$ cat config.mk
export PLATFORM = sky130hd
export DESIGN_NAME = evt_irq_merge
export DESIGN_NICKNAME = d
export VERILOG_FILES = /design/src/rtl/evt_irq_pkg.sv /design/src/rtl/lvl_sync.sv /design/src/rtl/edge_watch.sv /design/src/rtl/txerr_watch.sv /design/src/rtl/enable_reg.sv /design/src/rtl/pend_bank.sv /design/src/rtl/evt_irq_merge.sv
export SDC_FILE = /design/constraint.sdc
export NUM_CORES = 1
export LEC_CHECK = 0
export ABC_AREA = 1
export BUFFER_PORTS_ARGS = -buffer_cell sky130_fd_sc_hd__buf_2
export CORE_AREA = 2 2 39 41
export CTS_CLUSTER_SIZE = 14
export DETAILED_ROUTE_END_ITERATION = 7
export DIE_AREA = 0 0 41 43
export GPL_TIMING_DRIVEN = 0
export HOLD_SLACK_MARGIN = 0.08
export PLACE_DENSITY = 0.71
export SLEW_MARGIN = 5
export SYNTH_ARGS = -nofsm -noshare
export SYNTH_HDL_FRONTEND = slang
export SYNTH_SLANG_ARGS = --single-unit
$ cat constraint.sdc
create_clock -name clk -period 0.9 [get_ports clk]
set_clock_uncertainty 0.15 [all_clocks]
set_input_delay 0.18 -clock clk [delete_from_list [all_inputs] [get_ports clk]]
set_output_delay 0.18 -clock clk [all_outputs]
set_load 0.01 [all_outputs]
$ cat src/rtl/evt_irq_pkg.sv
// Package: shared source indices and vector type for the merged interrupt.
// Assumes exactly three sources in a fixed order: link, counter, transmit.
package evt_irq_pkg;
    localparam int NSRC = 3;

    typedef enum int {
        SRC_LINK = 0,
        SRC_CTR  = 1,
        SRC_TXE  = 2
    } src_e;

    typedef logic [NSRC-1:0] src_vec_t;
endpackage

$ cat src/rtl/lvl_sync.sv
// Multi-stage synchronizer for an asynchronous level.
// Also produces a valid flag that rises once the chain has been filled
// since reset, so that downstream logic ignores the reset-time contents.
// Assumes STAGES >= 2.
module lvl_sync #(
    parameter int STAGES = 2
) (
    input  logic clk,
    input  logic rst_n,
    input  logic d,
    output logic q,
    output logic q_valid
);
    logic [STAGES-1:0] chain;
    logic [STAGES-1:0] fill;

    // Shift the level and a fill marker through the chain.
    always_ff @(posedge clk) begin
        if (!rst_n) begin
            chain <= '0;
            fill  <= '0;
        end else begin
            chain <= {chain[STAGES-2:0], d};
            fill  <= {fill[STAGES-2:0], 1'b1};
        end
    end

    assign q       = chain[STAGES-1];
    assign q_valid = fill[STAGES-1];
endmodule

$ cat src/rtl/edge_watch.sv
// Detects either transition of a synchronized level.
// A transition is reported only when both the current and the previous
// samples are valid, so the first valid sample never counts as a change.
module edge_watch (
    input  logic clk,
    input  logic rst_n,
    input  logic lvl,
    input  logic lvl_valid,
    output logic toggle
);
    logic prev;
    logic prev_valid;

    // Remember the previous synchronized sample and whether it was valid.
    always_ff @(posedge clk) begin
        if (!rst_n) begin
            prev       <= 1'b0;
            prev_valid <= 1'b0;
        end else begin
            prev       <= lvl;
            prev_valid <= lvl_valid;
        end
    end

    assign toggle = lvl_valid && prev_valid && (lvl != prev);
endmodule

$ cat src/rtl/txerr_watch.sv
// Flags a transmit error: the transmit-enable status falls in a cycle
// where transmit-success is low. Assumes both inputs are synchronous.
module txerr_watch (
    input  logic clk,
    input  logic rst_n,
    input  logic txen,
    input  logic tx_suc,
    output logic txerr
);
    logic txen_prev;

    // Keep last cycle's transmit-enable to find its falling edge.
    always_ff @(posedge clk) begin
        if (!rst_n) txen_prev <= 1'b0;
        else        txen_prev <= txen;
    end

    assign txerr = txen_prev && !txen && !tx_suc;
endmodule

$ cat src/rtl/enable_reg.sv
// Holds the three source enables taken from fixed bits of a control word.
// Also reports, per source, that the current write clears its enable;
// the top module uses this as an acknowledge.
module enable_reg
    import evt_irq_pkg::*;
#(
    parameter int CTL_W    = 16,
    parameter int LINK_BIT = 7,
    parameter int CTR_BIT  = 6,
    parameter int TXE_BIT  = 5
) (
    input  logic             clk,
    input  logic             rst_n,
    input  logic             wr,
    input  logic [CTL_W-1:0] wdata,
    output src_vec_t         en,
    output src_vec_t         clr_req
);
    src_vec_t   wr_bits;
    logic       unused_bits;

    // Pick the enable bits out of the written word, in source order.
    always_comb begin
        wr_bits           = '0;
        wr_bits[SRC_LINK] = wdata[LINK_BIT];
        wr_bits[SRC_CTR]  = wdata[CTR_BIT];
        wr_bits[SRC_TXE]  = wdata[TXE_BIT];
    end

    assign unused_bits = ^wdata;

    // Load the enables on a write; they stay as they are otherwise.
    always_ff @(posedge clk) begin
        if (!rst_n)  en <= '0;
        else if (wr) en <= wr_bits;
    end

    assign clr_req = wr ? ~wr_bits : '0;
endmodule

$ cat src/rtl/pend_bank.sv
// Bank of pending flags. Each flag is set by its event and cleared by its
// acknowledge; if both come in the same cycle, the event wins.
module pend_bank #(
    parameter int N = 3
) (
    input  logic         clk,
    input  logic         rst_n,
    input  logic [N-1:0] evt,
    input  logic [N-1:0] ack,
    output logic [N-1:0] pend
);
    for (genvar i = 0; i < N; i++) begin : g_flag
        // One sticky flag with event priority over acknowledge.
        always_ff @(posedge clk) begin
            if (!rst_n)      pend[i] <= 1'b0;
            else if (evt[i]) pend[i] <= 1'b1;
            else if (ack[i]) pend[i] <= 1'b0;
        end
    end
endmodule

$ cat src/rtl/evt_irq_merge.sv
// Merged status interrupt: gathers link change, counter rollover and
// transmit error into per-source pending flags. Drives one interrupt
// while any source is both pending and enabled.
// Assumes every input except link_ok is synchronous to clk.
module evt_irq_merge
    import evt_irq_pkg::*;
#(
    parameter int CTL_W       = 16,
    parameter int LINK_BIT    = 7,
    parameter int CTR_BIT     = 6,
    parameter int TXE_BIT     = 5,
    parameter int SYNC_STAGES = 2
) (
    input  logic             clk,
    input  logic             rst_n,
    input  logic             link_ok,
    input  logic             ctr_roll,
    input  logic             ctr_rd,
    input  logic             txen,
    input  logic             tx_suc,
    input  logic             cfg_wr,
    input  logic [CTL_W-1:0] cfg_wdata,
    input  logic             txen_wr,
    input  logic             txen_wdata,
    output logic             irq,
    output logic [NSRC-1:0]  pend,
    output logic [NSRC-1:0]  en_q
);
    logic     link_s;
    logic     link_s_valid;
    logic     link_evt;
    logic     txe_evt;
    src_vec_t en_clr;
    src_vec_t raw_evt;
    src_vec_t gated_evt;
    src_vec_t ack;

    lvl_sync #(.STAGES(SYNC_STAGES)) u_sync (
        .clk     (clk),
        .rst_n   (rst_n),
        .d       (link_ok),
        .q       (link_s),
        .q_valid (link_s_valid)
    );

    edge_watch u_link_edge (
        .clk       (clk),
        .rst_n     (rst_n),
        .lvl       (link_s),
        .lvl_valid (link_s_valid),
        .toggle    (link_evt)
    );

    txerr_watch u_txerr (
        .clk    (clk),
        .rst_n  (rst_n),
        .txen   (txen),
        .tx_suc (tx_suc),
        .txerr  (txe_evt)
    );

    enable_reg #(
        .CTL_W    (CTL_W),
        .LINK_BIT (LINK_BIT),
        .CTR_BIT  (CTR_BIT),
        .TXE_BIT  (TXE_BIT)
    ) u_en (
        .clk     (clk),
        .rst_n   (rst_n),
        .wr      (cfg_wr),
        .wdata   (cfg_wdata),
        .en      (en_q),
        .clr_req (en_clr)
    );

    // Collect raw events and each source's own acknowledge rule.
    always_comb begin
        raw_evt           = '0;
        raw_evt[SRC_LINK] = link_evt;
        raw_evt[SRC_CTR]  = ctr_roll;
        raw_evt[SRC_TXE]  = txe_evt;

        ack               = '0;
        ack[SRC_LINK]     = en_clr[SRC_LINK];
        ack[SRC_CTR]      = ctr_rd;
        ack[SRC_TXE]      = en_clr[SRC_TXE] | (txen_wr & txen_wdata);
    end

    // An event counts only while its enable is already set.
    assign gated_evt = raw_evt & en_q;

    pend_bank #(.N(NSRC)) u_pend (
        .clk   (clk),
        .rst_n (rst_n),
        .evt   (gated_evt),
        .ack   (ack),
        .pend  (pend)
    );

    assign irq = |(pend & en_q);
endmodule

# Word level (Yosys, flattened, before mapping)
# Cells that the tools add are included.
# totals
input_bits	26
elab_cells	34
out_inout_bits	7
regBits	13
# op_classes
n_eq_ne	1
n_reduce_logical	10
muxes	8
bitwise_logic	5
# ops
operator	n
$mux 1	7
$and 3x3->3	2
$reduce_bool 2->1	3
$logic_and 1x1->1	4
$mux 3	1
$not 3->3	1
$reduce_or 3->1	1
$logic_not 1->1	2
$and 1x1->1	1
$ne 1x1->1	1
$or 1x1->1	1

# Logic depth before layout (Yosys ltp)
# depth
word_depth	5
mapped_depth	5
mapped_depth_nobuf	4

# By module
# From an unflattened synthesis, not the netlist that was laid out.
# hier_totals
hier_cells	78
area_unflattened_um2	519.2
# modules_own_cells
module	seq_area_each_um2	cells_per_inst	area_per_inst_um2	n_inst
enable_reg	60.1	21	127.6	1
pend_bank	60.1	16	112.6	1
lvl_sync	80.1	10	102.6	1
edge_watch	40.0	12	80.1	1
evt_irq_merge	0.0	13	55.1	1
txerr_watch	20.0	6	41.3	1

# Worst setup path before layout
# No wires, ideal clock.
# synth_path
path_kind	flip-flop to output port
startpoint	register u_pend.pend[0]
endpoint	output irq
path_slack_ns	0.001
stages_incl_launch_ff	3
t_required_ns	0.570
arrival_time_ns	0.569
path_buffers	0
cell_sequence	dfxtp_1 -> nand2_1 -> nand3_1
# synth_via
elab_chain_cells	2
# synth_rtl
item	line	text
start, declared	pend_bank.sv:10	output logic [N-1:0] pend
start signal, assigned by index	pend_bank.sv:15	if (!rst_n) pend[i] <= 1'b0;
start signal, assigned by index	pend_bank.sv:16	else if (evt[i]) pend[i] <= 1'b1;
start signal, assigned by index	pend_bank.sv:17	else if (ack[i]) pend[i] <= 1'b0;
$and 3x3->3	evt_irq_merge.sv:100	assign irq = |(pend & en_q);
$reduce_or 3->1	evt_irq_merge.sv:100	
end, declared	evt_irq_merge.sv:25	output logic irq,
# Every way passes these cells.

# Worst setup path after layout
# layout_path
startpoint	register u_en.en[2]
endpoint	output irq
# layout_via
elab_chain_cells	2
# layout_rtl
item	line	text
start, declared	enable_reg.sv:16	output src_vec_t en,
start signal, assigned	enable_reg.sv:35	else if (wr) en <= wr_bits;
$and 3x3->3	evt_irq_merge.sv:100	
$reduce_or 3->1	evt_irq_merge.sv:100	
# Every way passes these cells.

==> flow_metrics.env <==
export IMPL_slew_viol_final=0
export IMPL_drtIter0Drc=3
export IMPL_rrSetupSlack_ns=-0.04
export IMPL_hold_depth=3
export IMPL_die_x_um=41
export IMPL_grt_max_degree=11
export IMPL_clock_sinks=13
export IMPL_antenna_found_initial=0
export IMPL_multi_input_area_um2=184
export IMPL_critical_path_class="reg2out"
export IMPL_core_rowCount=14
export IMPL_wl_um=928
export IMPL_synth_most_common_cell="nand2_1"
export IMPL_crit_path_max_fanout=3
export IMPL_crit_path_start_kind="flop"
export IMPL_clockBufferDepth=2
export IMPL_antenna_left=0
export IMPL_cts_buffers=3
export IMPL_critPathArrivalTime_ns=0.86
export IMPL_syn_to_final_growth_pct=58.6
export IMPL_hold_end="u_txerr.txen_prev"
export IMPL_cts_tree="yes"
export IMPL_grt_pass1_vias=400
export IMPL_seqCellArea_um2=268
export IMPL_cp_required_ns=0.57
export IMPL_synth_distinct_cells=13
export IMPL_nFillCells=147
export IMPL_power_total_w=0.00110
export IMPL_status="finished with violations"
export IMPL_leakagePower_nw=0.423
export IMPL_place_gp_congestion=0.607
export IMPL_fin_tns_setup_ns=-1.53
export IMPL_insertion_delay_ns=0.27
export IMPL_h_tree_depth=1
export IMPL_worstReg2RegStart="u_en.en[2]"
export IMPL_diodes=0
export IMPL_io_buffers=19
export IMPL_final_hold_violation_count=3
export IMPL_yosys_top_cells_count="nand2_1, dfxtp_1, inv_1"
export IMPL_grt_total_usage_pct=13.7
export IMPL_min_period_over_period_pct=133
export IMPL_wl_per_cell_um=8.75
export IMPL_layout_min_cycle_time_ns=1.19
export IMPL_crit_path_end_kind="output port"
export IMPL_pre_cts_ws_ns=-0.0494
export IMPL_synth_edf_count=0
export IMPL_cts_root_buf="clkbuf_4"
export IMPL_dieArea_um2=1760
export IMPL_core_um2=1380
export IMPL_yosysTopAreaCell="dfxtp_1"
export IMPL_ys_warn_count=0
export IMPL_setup_viol=9
export IMPL_grt_pass1_wl_um=1530
export IMPL_drive_gt1_share_pct=51.1
export IMPL_synth_yosys_seq_area_share_pct=54.9
export IMPL_peakVddDrop_uv=934
export IMPL_ys_seq_elements=13
export IMPL_synthCells=59
export IMPL_violations="negative hold slack, negative setup slack"
export IMPL_dp_hpwl_um=620
export IMPL_layout_setup_ws_ns=-0.295
export IMPL_overflow=0
export IMPL_hold_start="txen"
export IMPL_dp_cells=94
export IMPL_drc=0
export IMPL_post_layout_nonfiller_instances=106
export IMPL_ys_flop_type="dfxtp_1"
export IMPL_max_slew_margin_pct=91.1
export IMPL_yosysTopAreaCellShare_pct=54.9
export IMPL_min_path_type="in2reg"
export IMPL_synth_area_per_cell_um2=8.04
export IMPL_synth_area_leaders="dfxtp_1, nand2_1, inv_1"
export IMPL_r2r_cells=5
export IMPL_fmax_mhz=837
export IMPL_rsz0062_at_grt="yes"
export IMPL_max_slew_worst_pin_slew_ns=0.134
export IMPL_power_density_nw_per_um2=1470
export IMPL_async_flop_share_pct=0
export IMPL_boundaryPins=33
export IMPL_die_h_um=43
export IMPL_syn_area_um2=474
export IMPL_maxCapViolations=0
export IMPL_vias=445
export IMPL_dr_pass1_iters=3
export IMPL_hold_ws_ns=-0.0505
export IMPL_worstReg2RegEnd="u_pend.pend[2]"
export IMPL_initial_utilization_pct=34.3
export IMPL_postCtsHoldBufs=2
export IMPL_vias_per_cell=4.20
export IMPL_cts_reportedPaths_clkPinSlew_ns=0.07
export IMPL_num_nets_final=117
export IMPL_synth_fp_nets=85
==> sequential cells by signal (all words and copies together), names as in the netlist <==
register                flops
u_link_edge.prev            1
u_link_edge.prev_valid      1
u_pend.pend                 3
u_en.en                     3
u_sync.chain                2
u_txerr.txen_prev           1
u_sync.fill                 2
==> per-stage QoR <==
step	area (µm²)	util [%]
final	752	54.3
after global routing	752	54.3
after CTS	689	49.8
after detailed placement	589	42.6
after global placement	589	42.6
after floorplan	474	-
==> final cells by class <==
type                       count  share of cell area, %
buffer                         1                   1.50
sequential                    13                   35.6
multi-input combinational     34                   24.5
tap                           16                   2.66
timing repair buffer          27                   26.8
inverter                      11                   5.49
clock buffer                   4                   3.49
==> layer usage <==
metal	vias to the layer above	track usage [%]	routed length (µm)
met2	12	20.3	486
met4	0	12.0	9
met1	192	14.2	378
met5	-	0	0
li1	239	-	-
met3	2	4.71	54
==> power by group <==
group          switching, W  leakage, nW  total (W)  internal [W]
clock network      0.000170       0.0150   0.000341      0.000171
logic             0.0000609        0.298   0.000143     0.0000825
registers         0.0000166        0.110   0.000619      0.000603
==> cell families after synthesis <==
family,after synthesis,synth area share [%]
simple gates,26,23.2
compound gates,7,8.97
xor+xnor,1,1.85
flops,13,54.9
buf+inv,12,11.1
==> critical path: stages, from the launching register on <==
cell and delay, ns:
dfxtp_2 0.34, nand2_2 0.07, nand3_2 0.06, buf_6 0.12
==> cells in the final DEF (no fill, tap or decap) <==
cell type	n
buf_6	8
o211ai_2	1
nor2_2	1
a21oi_2	1
nor2_1	3
clkbuf_1	1
o21ai_1	1
nand2_1	15
dfxtp_2	6
xor2_1	1
nand2_2	4
nand2_4	1
dlygate4sd3_1	2
buf_2	13
nand3_1	1
o21ai_2	1
inv_2	1
clkbuf_4	3
inv_1	10
buf_4	5
a21oi_1	3
dfxtp_1	7
nand3_2	1
==> repair_timing <==
| item | in CTS | in global routing |
|---|---|---|
| pin swaps | 2 | 1 |
| resized for setup | 9 | 13 |
| endpoints found under the hold margin | 9 | 7 |
| setup endpoints to repair | 7 | 11 |
| setup buffers | 5 | 1 |
==> worst max path at each step <==
stage | slack [ns] | cells after the start | startpoint | to
floorplan | 0.0006 | 2 | u_pend.pend[0] | irq
global placement | -0.05 | 3 | u_en.en[0] | irq
detailed placement | -0.05 | 3 | u_en.en[1] | irq
CTS | -0.31 | 3 | u_en.en[0] | irq
global route | -0.34 | 3 | u_en.en[2] | irq
finish | -0.29 | 3 | u_en.en[2] | irq
Power figures use the tool's default switching activity.
